File: config.mk
export PLATFORM = sky130hd
export DESIGN_NAME = dbg_port_scan
export DESIGN_NICKNAME = d
export VERILOG_FILES = /design/src/rtl/dps_pkg.sv /design/src/rtl/dps_ir.sv /design/src/rtl/dps_dr_chain.sv /design/src/rtl/dps_access.sv /design/src/rtl/dbg_port_scan.sv
export SDC_FILE = /design/constraint.sdc
export NUM_CORES = 1
export LEC_CHECK = 0
export BUFFER_PORTS_ARGS = -buffer_cell sky130_fd_sc_hd__buf_2
export CAP_MARGIN = 10
export CORE_MARGIN = 2
export CORE_UTILIZATION = 35
export CTS_CLUSTER_DIAMETER = 30
export DETAILED_ROUTE_END_ITERATION = 8
export SKIP_CTS_REPAIR_TIMING = 1
export SLEW_MARGIN = 40
export SYNTH_ARGS = -nofsm -noshare
export SYNTH_HDL_FRONTEND = slang
export SYNTH_SLANG_ARGS = --single-unit
File: constraint.sdc
create_clock -name clk -period 5.6 [get_ports clk]
set_input_delay 1.12 -clock clk [delete_from_list [all_inputs] [get_ports clk]]
set_output_delay 1.12 -clock clk [all_outputs]
set_load 0.01 [all_outputs]
File: src/rtl/dps_pkg.sv
package dps_pkg;
  localparam int unsigned IR_W  = 4;
  localparam int unsigned REQ_W = 3;

  localparam logic [IR_W-1:0] IR_ABORT  = 4'h8;
  localparam logic [IR_W-1:0] IR_DPACC  = 4'hA;
  localparam logic [IR_W-1:0] IR_APACC  = 4'hB;
  localparam logic [IR_W-1:0] IR_IDCODE = 4'hE;

  localparam logic [REQ_W-1:0] ACK_OK   = 3'b010;
  localparam logic [REQ_W-1:0] ACK_WAIT = 3'b001;

  // control/status bit positions
  localparam int unsigned CS_ORUNDET = 0;
  localparam int unsigned CS_STKORUN = 1;
  localparam int unsigned CS_STKERR  = 5;

  // debug-port word addresses
  localparam logic [1:0] DPA_RSVD   = 2'd0;
  localparam logic [1:0] DPA_CTRL   = 2'd1;
  localparam logic [1:0] DPA_SELECT = 2'd2;
  localparam logic [1:0] DPA_RDBUF  = 2'd3;

  typedef enum logic [1:0] {
    DR_BYPASS,
    DR_IDCODE,
    DR_ACCESS,
    DR_ABORT
  } dr_sel_e;
endpackage

File: src/rtl/dps_ir.sv
module dps_ir #(
  parameter int unsigned         IR_W       = 4,
  parameter logic [IR_W-1:0]     RESET_CODE = 4'hE
) (
  input  logic            clk,
  input  logic            rst_n,
  input  logic            capture,
  input  logic            shift,
  input  logic            update,
  input  logic            tdi,
  output logic [IR_W-1:0] ir_q,
  output logic            sr_lsb
);
  logic [IR_W-1:0] sr_q, sr_d;
  logic            sr_en;

  always_comb begin
    sr_en = capture | shift;
    sr_d  = sr_q;
    if (capture)    sr_d = IR_W'(1);
    else if (shift) sr_d = {tdi, sr_q[IR_W-1:1]};
  end

  always_ff @(posedge clk or negedge rst_n) begin
    if (!rst_n) begin
      sr_q <= '0;
      ir_q <= RESET_CODE;
    end else begin
      if (sr_en)  sr_q <= sr_d;
      if (update) ir_q <= sr_q;
    end
  end

  assign sr_lsb = sr_q[0];


  ir_load_chk: assert property (@(posedge clk) disable iff (!rst_n)
    update |=> (ir_q == $past(sr_q)));
endmodule

File: src/rtl/dps_dr_chain.sv
module dps_dr_chain
  import dps_pkg::*;
#(
  parameter int unsigned       DATA_W     = 32,
  parameter logic [DATA_W-1:0] IDCODE_VAL = 32'h0DB5_3A1D
) (
  input  logic                          clk,
  input  logic                          rst_n,
  input  dr_sel_e                       sel,
  input  logic                          capture,
  input  logic                          shift,
  input  logic                          tdi,
  input  logic [REQ_W-1:0]              cap_ack,
  input  logic [DATA_W-1:0]             cap_data,
  output logic [DATA_W+REQ_W-1:0]       chain_q
);
  localparam int unsigned CHAIN_W = DATA_W + REQ_W;
  localparam int unsigned IDX_W   = $clog2(CHAIN_W);

  logic [CHAIN_W-1:0] chain_d, cap_val;
  logic [IDX_W-1:0]   top_idx;
  logic               chain_en;

  always_comb begin
    case (sel)
      DR_IDCODE: begin
        top_idx = IDX_W'(DATA_W - 1);
        cap_val = CHAIN_W'(IDCODE_VAL);
      end
      DR_ACCESS: begin
        top_idx = IDX_W'(CHAIN_W - 1);
        cap_val = {cap_data, cap_ack};
      end
      DR_ABORT: begin
        top_idx = IDX_W'(CHAIN_W - 1);
        cap_val = '0;
      end
      default: begin
        top_idx = '0;
        cap_val = '0;
      end
    endcase
  end

  always_comb begin
    chain_en = capture | shift;
    chain_d  = chain_q;
    if (capture) begin
      chain_d = cap_val;
    end else if (shift) begin
      chain_d          = chain_q >> 1;
      chain_d[top_idx] = tdi;
    end
  end

  always_ff @(posedge clk or negedge rst_n) begin
    if (!rst_n)        chain_q <= '0;
    else if (chain_en) chain_q <= chain_d;
  end
endmodule

File: src/rtl/dps_access.sv
module dps_access
  import dps_pkg::*;
#(
  parameter int unsigned DATA_W  = 32,
  parameter int unsigned APSEL_W = 8,
  parameter int unsigned BANK_W  = 4
) (
  input  logic                    clk,
  input  logic                    rst_n,
  input  logic                    is_dp,
  input  logic                    is_ap,
  input  logic                    is_abort,
  input  logic                    dr_capture,
  input  logic                    dr_update,
  input  logic                    req_rnw,
  input  logic [1:0]              req_a,
  input  logic [DATA_W-1:0]       req_data,
  output logic [REQ_W-1:0]        cap_ack,
  output logic [DATA_W-1:0]       cap_data,
  output logic                    ap_req_o,
  output logic                    ap_wr_o,
  output logic [APSEL_W-1:0]      ap_sel_o,
  output logic [BANK_W+1:0]       ap_addr_o,
  output logic [DATA_W-1:0]       ap_wdata_o,
  output logic                    ap_abort_o,
  input  logic                    ap_busy_i,
  input  logic [DATA_W-1:0]       ap_rdata_i,
  input  logic                    ap_err_i
);
  localparam int unsigned ADDR_W    = BANK_W + 2;
  localparam int unsigned APSEL_LSB = DATA_W - APSEL_W;
  localparam int unsigned BANK_LSB  = 4;

  logic                busy_q, busy_d, wait_q, wait_d, rdpend_q, rdpend_d;
  logic [DATA_W-1:0]   rdbuf_q, rdbuf_d, wdata_q, wdata_d;
  logic                det_q, det_d, orun_q, orun_d, err_q, err_d;
  logic [APSEL_W-1:0]  selap_q, selap_d, apsel_q, apsel_d;
  logic [BANK_W-1:0]   bank_q, bank_d;
  logic                req_q, req_d, wr_q, wr_d, abort_q, abort_d;
  logic [ADDR_W-1:0]   addr_q, addr_d;

  logic                acc_sel, accept, sticky, done, issue, do_abort;
  logic [DATA_W-1:0]   cs_val, sel_val;

  always_comb begin
    acc_sel  = is_dp | is_ap;
    accept   = dr_update & acc_sel & ~wait_q;
    sticky   = orun_q | err_q;
    done     = busy_q & ~req_q & ~ap_busy_i;
    issue    = accept & is_ap & ~sticky;
    do_abort = dr_update & is_abort & req_data[0];

    cs_val             = '0;
    cs_val[CS_ORUNDET] = det_q;
    cs_val[CS_STKORUN] = orun_q;
    cs_val[CS_STKERR]  = err_q;

    sel_val                            = '0;
    sel_val[APSEL_LSB +: APSEL_W]      = selap_q;
    sel_val[BANK_LSB +: BANK_W]        = bank_q;
  end

  always_comb begin
    busy_d   = busy_q;
    wait_d   = wait_q;
    rdpend_d = rdpend_q;
    rdbuf_d  = rdbuf_q;
    det_d    = det_q;
    orun_d   = orun_q;
    err_d    = err_q;
    selap_d  = selap_q;
    bank_d   = bank_q;
    apsel_d  = apsel_q;
    wr_d     = wr_q;
    addr_d   = addr_q;
    wdata_d  = wdata_q;
    req_d    = 1'b0;
    abort_d  = 1'b0;

    if (dr_capture && acc_sel) wait_d = busy_q;

    if (done) begin
      busy_d   = 1'b0;
      rdpend_d = 1'b0;
      if (rdpend_q) rdbuf_d = ap_rdata_i;
      if (ap_err_i) err_d   = 1'b1;
    end

    if (dr_update && acc_sel && wait_q && det_q) orun_d = 1'b1;

    if (accept && is_dp) begin
      case (req_a)
        DPA_CTRL: begin
          if (req_rnw) begin
            rdbuf_d = cs_val;
          end else begin
            det_d = req_data[CS_ORUNDET];
            if (req_data[CS_STKORUN]) orun_d = 1'b0;
            if (req_data[CS_STKERR])  err_d  = 1'b0;
          end
        end
        DPA_SELECT: begin
          if (req_rnw) begin
            rdbuf_d = sel_val;
          end else begin
            selap_d = req_data[APSEL_LSB +: APSEL_W];
            bank_d  = req_data[BANK_LSB +: BANK_W];
          end
        end
        DPA_RDBUF: ;
        default: if (req_rnw) rdbuf_d = '0;
      endcase
    end

    if (issue) begin
      busy_d   = 1'b1;
      req_d    = 1'b1;
      wr_d     = ~req_rnw;
      addr_d   = {bank_q, req_a};
      wdata_d  = req_data;
      apsel_d  = selap_q;
      rdpend_d = req_rnw;
    end

    if (do_abort) begin
      busy_d   = 1'b0;
      rdpend_d = 1'b0;
      abort_d  = 1'b1;
    end
  end

  always_ff @(posedge clk or negedge rst_n) begin
    if (!rst_n) begin
      busy_q   <= 1'b0;
      wait_q   <= 1'b0;
      rdpend_q <= 1'b0;
      rdbuf_q  <= '0;
      det_q    <= 1'b0;
      orun_q   <= 1'b0;
      err_q    <= 1'b0;
      selap_q  <= '0;
      bank_q   <= '0;
      apsel_q  <= '0;
      wr_q     <= 1'b0;
      addr_q   <= '0;
      wdata_q  <= '0;
      req_q    <= 1'b0;
      abort_q  <= 1'b0;
    end else begin
      busy_q   <= busy_d;
      wait_q   <= wait_d;
      rdpend_q <= rdpend_d;
      rdbuf_q  <= rdbuf_d;
      det_q    <= det_d;
      orun_q   <= orun_d;
      err_q    <= err_d;
      selap_q  <= selap_d;
      bank_q   <= bank_d;
      req_q    <= req_d;
      abort_q  <= abort_d;
      if (issue) begin
        apsel_q <= apsel_d;
        wr_q    <= wr_d;
        addr_q  <= addr_d;
        wdata_q <= wdata_d;
      end
    end
  end

  assign cap_ack    = busy_q ? ACK_WAIT : ACK_OK;
  assign cap_data   = rdbuf_q;
  assign ap_req_o   = req_q;
  assign ap_wr_o    = wr_q;
  assign ap_sel_o   = apsel_q;
  assign ap_addr_o  = addr_q;
  assign ap_wdata_o = wdata_q;
  assign ap_abort_o = abort_q;


  req_idle_chk: assert property (@(posedge clk) disable iff (!rst_n)
    ap_req_o |-> $past(!busy_q));


  wait_drop_chk: assert property (@(posedge clk) disable iff (!rst_n)
    (dr_update && acc_sel && wait_q) |=> !ap_req_o);


  abort_end_chk: assert property (@(posedge clk) disable iff (!rst_n)
    (dr_update && is_abort && req_data[0]) |=> (ap_abort_o && !busy_q));


  sticky_block_chk: assert property (@(posedge clk) disable iff (!rst_n)
    (dr_update && is_ap && !wait_q && (orun_q || err_q)) |=> !ap_req_o);
endmodule

File: src/rtl/dbg_port_scan.sv
module dbg_port_scan
  import dps_pkg::*;
#(
  parameter int unsigned       DATA_W     = 32,
  parameter logic [DATA_W-1:0] IDCODE_VAL = 32'h0DB5_3A1D,
  parameter int unsigned       APSEL_W    = 8,
  parameter int unsigned       BANK_W     = 4
) (
  input  logic                 clk,
  input  logic                 rst_n,
  input  logic                 ir_capture,
  input  logic                 ir_shift,
  input  logic                 ir_update,
  input  logic                 dr_capture,
  input  logic                 dr_shift,
  input  logic                 dr_update,
  input  logic                 tdi,
  output logic                 tdo,
  output logic                 ap_req,
  output logic                 ap_wr,
  output logic [APSEL_W-1:0]   ap_sel,
  output logic [BANK_W+1:0]    ap_addr,
  output logic [DATA_W-1:0]    ap_wdata,
  output logic                 ap_abort,
  input  logic                 ap_busy,
  input  logic [DATA_W-1:0]    ap_rdata,
  input  logic                 ap_err
);
  localparam int unsigned CHAIN_W = DATA_W + REQ_W;

  logic [IR_W-1:0]    ir_q;
  logic               ir_lsb;
  logic [CHAIN_W-1:0] chain;
  logic [REQ_W-1:0]   cap_ack;
  logic [DATA_W-1:0]  cap_data;
  dr_sel_e            dr_sel;
  logic               is_dp, is_ap, is_abort;

  dps_ir #(.IR_W(IR_W), .RESET_CODE(IR_IDCODE)) ir_i (
    .clk(clk), .rst_n(rst_n), .capture(ir_capture), .shift(ir_shift),
    .update(ir_update), .tdi(tdi), .ir_q(ir_q), .sr_lsb(ir_lsb)
  );

  always_comb begin
    is_dp    = (ir_q == IR_DPACC);
    is_ap    = (ir_q == IR_APACC);
    is_abort = (ir_q == IR_ABORT);
    case (ir_q)
      IR_DPACC, IR_APACC: dr_sel = DR_ACCESS;
      IR_ABORT:           dr_sel = DR_ABORT;
      IR_IDCODE:          dr_sel = DR_IDCODE;
      default:            dr_sel = DR_BYPASS;
    endcase
  end

  dps_dr_chain #(.DATA_W(DATA_W), .IDCODE_VAL(IDCODE_VAL)) chain_i (
    .clk(clk), .rst_n(rst_n), .sel(dr_sel), .capture(dr_capture),
    .shift(dr_shift), .tdi(tdi), .cap_ack(cap_ack), .cap_data(cap_data),
    .chain_q(chain)
  );

  dps_access #(.DATA_W(DATA_W), .APSEL_W(APSEL_W), .BANK_W(BANK_W)) acc_i (
    .clk(clk), .rst_n(rst_n), .is_dp(is_dp), .is_ap(is_ap),
    .is_abort(is_abort), .dr_capture(dr_capture), .dr_update(dr_update),
    .req_rnw(chain[0]), .req_a(chain[2:1]), .req_data(chain[CHAIN_W-1:REQ_W]),
    .cap_ack(cap_ack), .cap_data(cap_data),
    .ap_req_o(ap_req), .ap_wr_o(ap_wr), .ap_sel_o(ap_sel), .ap_addr_o(ap_addr),
    .ap_wdata_o(ap_wdata), .ap_abort_o(ap_abort), .ap_busy_i(ap_busy),
    .ap_rdata_i(ap_rdata), .ap_err_i(ap_err)
  );

  assign tdo = ir_shift ? ir_lsb : chain[0];
endmodule

# [Word-level counts from Yosys, hierarchy flattened]
# Index checks and enable logic that the tools add are counted.
[op_classes] muxes=37 reduce_logical=15 order_cmp=2 eq_ne=10 bitwise_logic=17
[op_table] cell="32-bit 2-to-1 mux" n=6
[op_table] cell="32-bit one-hot mux with 3 select lines" n=1
[op_table] cell="35-bit 2-to-1 mux" n=2
[op_table] cell="35-bit one-hot mux with 2 select lines" n=1
[op_table] cell="35-bit bitwise mux" n=1
[op_table] cell="1-bit 2-to-1 mux" n=20
[op_table] cell="4-bit equality test, second input constant" n=4
[op_table] cell="6-bit one-hot mux with 2 select lines" n=1
[op_table] cell="1-bit bitwise AND" n=8
[op_table] cell="2-bit equality test, second input constant" n=4
[op_table] cell="4-bit 2-to-1 mux" n=2
[op_table] cell="6-bit by 7-bit < comparator with 1-bit output, second input constant" n=1
[op_table] cell="1-bit demux with 6-bit select" n=1
[op_table] cell="6-bit by 1-bit >= comparator with 1-bit output, second input constant" n=1
[op_table] cell="1-bit logical AND" n=6
[op_table] cell="2-bit one-hot mux with 3 select lines" n=1
[op_table] cell="3-bit AND reduction" n=2
[op_table] cell="1-bit inverter" n=5
[op_table] cell="2-bit by 1-bit equality test with 1-bit output, second input constant" n=2
[op_table] cell="1-bit bitwise OR" n=4
[op_table] cell="2-bit AND reduction" n=2
[op_table] cell="2-bit nonzero test" n=2
[op_table] cell="2-bit OR reduction" n=2
[op_table] cell="3-bit nonzero test" n=1
[op_table] cell="2-bit 2-to-1 mux" n=1
[totals] out_inout_bits=50 regBits=142 wordCells=99

# [Longest topological paths before layout]
[logic_depth] depth_word=13 depth_mapped=8

# [Hierarchy]
# From an unflattened synthesis, not the netlist that was laid out.
[unflattened] cells_unflattened=533 hier_area_um2=6286.0
[modules_own_cells] module="dps_access" cells_per_inst=297 n_inst=1 area_per_inst_um2=3986.3
[modules_own_cells] module="dps_dr_chain" cells_per_inst=205 n_inst=1 area_per_inst_um2=1903.1
[modules_own_cells] module="dps_ir" cells_per_inst=21 n_inst=1 area_per_inst_um2=319.1
[modules_own_cells] module="dbg_port_scan" cells_per_inst=10 n_inst=1 area_per_inst_um2=77.6

# [Worst setup path before layout]
# No wires, ideal clock.
[synth_path] kind="input -> output" from="input port ir_shift" to="output port tdo" path_stages=2 n_path_buf=1 path_slack_ns=2.734 arrival_time_ns=1.746 t_required_ns=4.480 cell_sequence="clkbuf_1 mux2_2"
[synth_via] elab_chain_len=1
[synth_lines] item="start, declared" line_no="dbg_port_scan.sv:12" source="input logic ir_shift,"
[synth_lines] item="1-bit 2-to-1 mux" line_no="dbg_port_scan.sv:72" source="assign tdo = ir_shift ? ir_lsb : chain[0];"
[synth_lines] item="end, declared" line_no="dbg_port_scan.sv:18" source="output logic tdo,"
# Every way passes these cells.

# [Worst setup path in the final report]
# Same ends and word-level chain as after synthesis.

==> out/results.ini <==
[power]
ir_worst_vdd_mv=0.204
p_leak_nw=3.62
power.density_nw_per_um2=337
total_power_mw=2.49

[global_routing]
grt_max_degree=83
gr-total-overflow=0
groute.usage.overall_pct=16.0
grt_pass1_wl_microns=22800
grt_pass1_vias=4210
antenna_found_initial=0

[worst_setup_path]
timing.critical_path.from=ir_shift
worstPathArrival_ps=1760
worstPathRequired_ps=4480
rr_worst_depth=7
endpoint=tdo
path_class=in2out
cp-end-kind=output pin
startpoint_type=input port
r2r_slack_ps=3360
crit_path_max_fanout=6
rr_endpoint=chain_i.chain_q[18]
reg2reg_from=ir_i.ir_q[3]

[synthesis]
synth_top_family_by_area=multiplexers
synth_seq_cells=142
yosys.area_share.adder_pct=1.01
synth_edf_count=0
netlist_area_sq_um=6170
synth_top_cell_area_share_pct=56.4
yosysMostFrequentCell=dfrtp_1
synth_nets=539
synth_cells=491
synth_compound_gate_area_share_pct=7.91
muxShareOfSynthArea_pct=22.8
yosysSeqAreaShare_pct=57.7
ys_types=44
synthFlopType=dfrtp_1
yosys.area.top_type=dfrtp_1
synthArstFlopShare_pct=100
synthXorXnorAreaFrac_pct=0.142
syn_avg_cell_area_sq_um=12.6
ys_warn_count=0
synthSimpleGateAreaFrac_pct=6.47
synth_area_leaders=dfrtp_1, mux2i_1, mux2_2, o22ai_1, nand3_1
synth_commonest_cells=dfrtp_1, mux2i_1, mux2_2

[route]
drt_iter0_drc=170
wl_per_cell_microns=17.5
first_pass_iters=5
drc=0
viasPerCell=5.02
postRouteAntennaNets=0
wl_microns=14200
vias=4082

[placed_design]
dpl_cell_area_sq_um=6800
gp_congestion=0.819
dp_hpwl_microns=9510
port_buffers=92

[final_layout]
drive_gt1_share_pct=33.7
antenna_cells=0
stdcell_area_sq_um=7380
nFillCells=1633
multi_input_area_sq_um=2370
nets=623
regArea_sq_um=3560
syn2layout_area_growth_pct=19.6

[clock_network]
cts.sinks=142
worstSkewPairLatency_ps=420
clock_path_buffers=2
tritoncts=yes
clk_pin_slew_ps=50
h-tree-depth=4
numCtsBuffers=17
root_buffer=clkbuf_16

[sta]
worst_pin_slew_ps=761
slew_headroom_pct=49.2
setup_tns_ps=0
min_period_ps=2880
period_share_pct=51.5
max_freq_mhz=347
rsz0062_at_grt=false
final_max_slew_viol_count=0
setup_viol=0
finClkSkew_ps=8.33
report.final.hold_viol_count=0

[job]
maxCapViolations=0

[outcome]
status=complete, no violations

[floorplanning]
coreArea_sq_um=17200
boundaryPins=93
die_area_sq_um=18700
rows=48
die_w_microns=137
start_util_pct=35.8
die_h_microns=137

[min_path]
min_path_type=reg2reg
hold_path_depth=1

==> worst max-delay path, stage by stage <==
cell and delay (ps):
buf_2 160, mux2_2 350, buf_2 140
==> flip-flops by register name, summed over array words and instances (netlist names), 4 cells and up <==
| name | flops |
|---|---|
| ir_i.ir_q | 4 |
| ir_i.sr_q | 4 |
| acc_i.ap_wdata_o | 32 |
| acc_i.bank_q | 4 |
| acc_i.selap_q | 8 |
| acc_i.cap_data | 32 |
| acc_i.ap_sel_o | 8 |
| acc_i.ap_addr_o | 6 |
| chain_i.chain_q | 35 |
==> how the worst min path moves through the flow <==
stage	startpoint	end	slack (ps)
floorplan	ir_i.sr_q[0]	ir_i.ir_q[0]	460
global placement	acc_i.ap_wdata_o[3]	acc_i.ap_wdata_o[3]	490
detailed placement	acc_i.ap_wdata_o[19]	acc_i.ap_wdata_o[19]	490
CTS	acc_i.ap_addr_o[0]	acc_i.ap_addr_o[0]	500
global route	acc_i.ap_wdata_o[2]	acc_i.ap_wdata_o[2]	510
finish	acc_i.ap_addr_o[0]	acc_i.ap_addr_o[0]	500
==> final cells by class <==
class | count | area share, %
repair buffers | 99 | 7.12
multi-input cells | 294 | 32.1
well taps | 225 | 3.82
flip-flops and latches | 142 | 48.2
clock inverters | 7 | 1.22
inverters | 21 | 1.07
clock buffers | 25 | 6.45
==> cells in the final DEF (no fill, tap or decap), drive strengths merged, types with 3 or more instances in the layout <==
cell / n
a211oi: 3
a21oi: 19
buf: 98
clkbuf: 26
clkinv: 3
dfrtp: 139
dfstp: 3
ha: 5
inv: 21
mux2: 63
mux2i: 67
nand2: 8
nand3: 22
nor2: 25
nor2b: 7
o21ai: 21
o22ai: 26
==> metal layers <==
layer	track usage [%]	wire length, microns
met2	24.2	6650
met3	4.44	717
met4	5.84	218
met1	22.0	6660
met5	0	0
==> logic make-up (layout without fill, tap and decap cells) <==
kind of cell               Yosys count  in the layout
AOI/OAI and AO/OA                   82             82
xor gates and xnor gates             1              1
adders and majority gates            5              5
buffers and inverters               55            152
DFF                                142            142
muxes                              130            130
and+or+nand+nor                     76             76
==> report_power, final <==
part / switching (mW) / total (mW) / internal [mW]
registers: 0.0653 / 1.19 / 1.12
clock network: 0.417 / 1.09 / 0.677
logic: 0.116 / 0.206 / 0.0905
total: 0.598 / 2.49 / 1.89
==> stage by stage <==
stage / instances / setup slack (ps) / hold WS (ps) / utilization, %
2_1_floorplan: 491 / 2730 / 455 / -
3_3_place_gp: 781 / 2730 / 487 / 39.5
3_5_place_dp: 781 / 2670 / 488 / 39.5
4_1_cts: 813 / 2710 / 502 / 42.8
5_1_grt: 813 / 2690 / 514 / 42.8
6_report: 813 / 2720 / 498 / 42.8
Power figures use the tool's default switching activity.
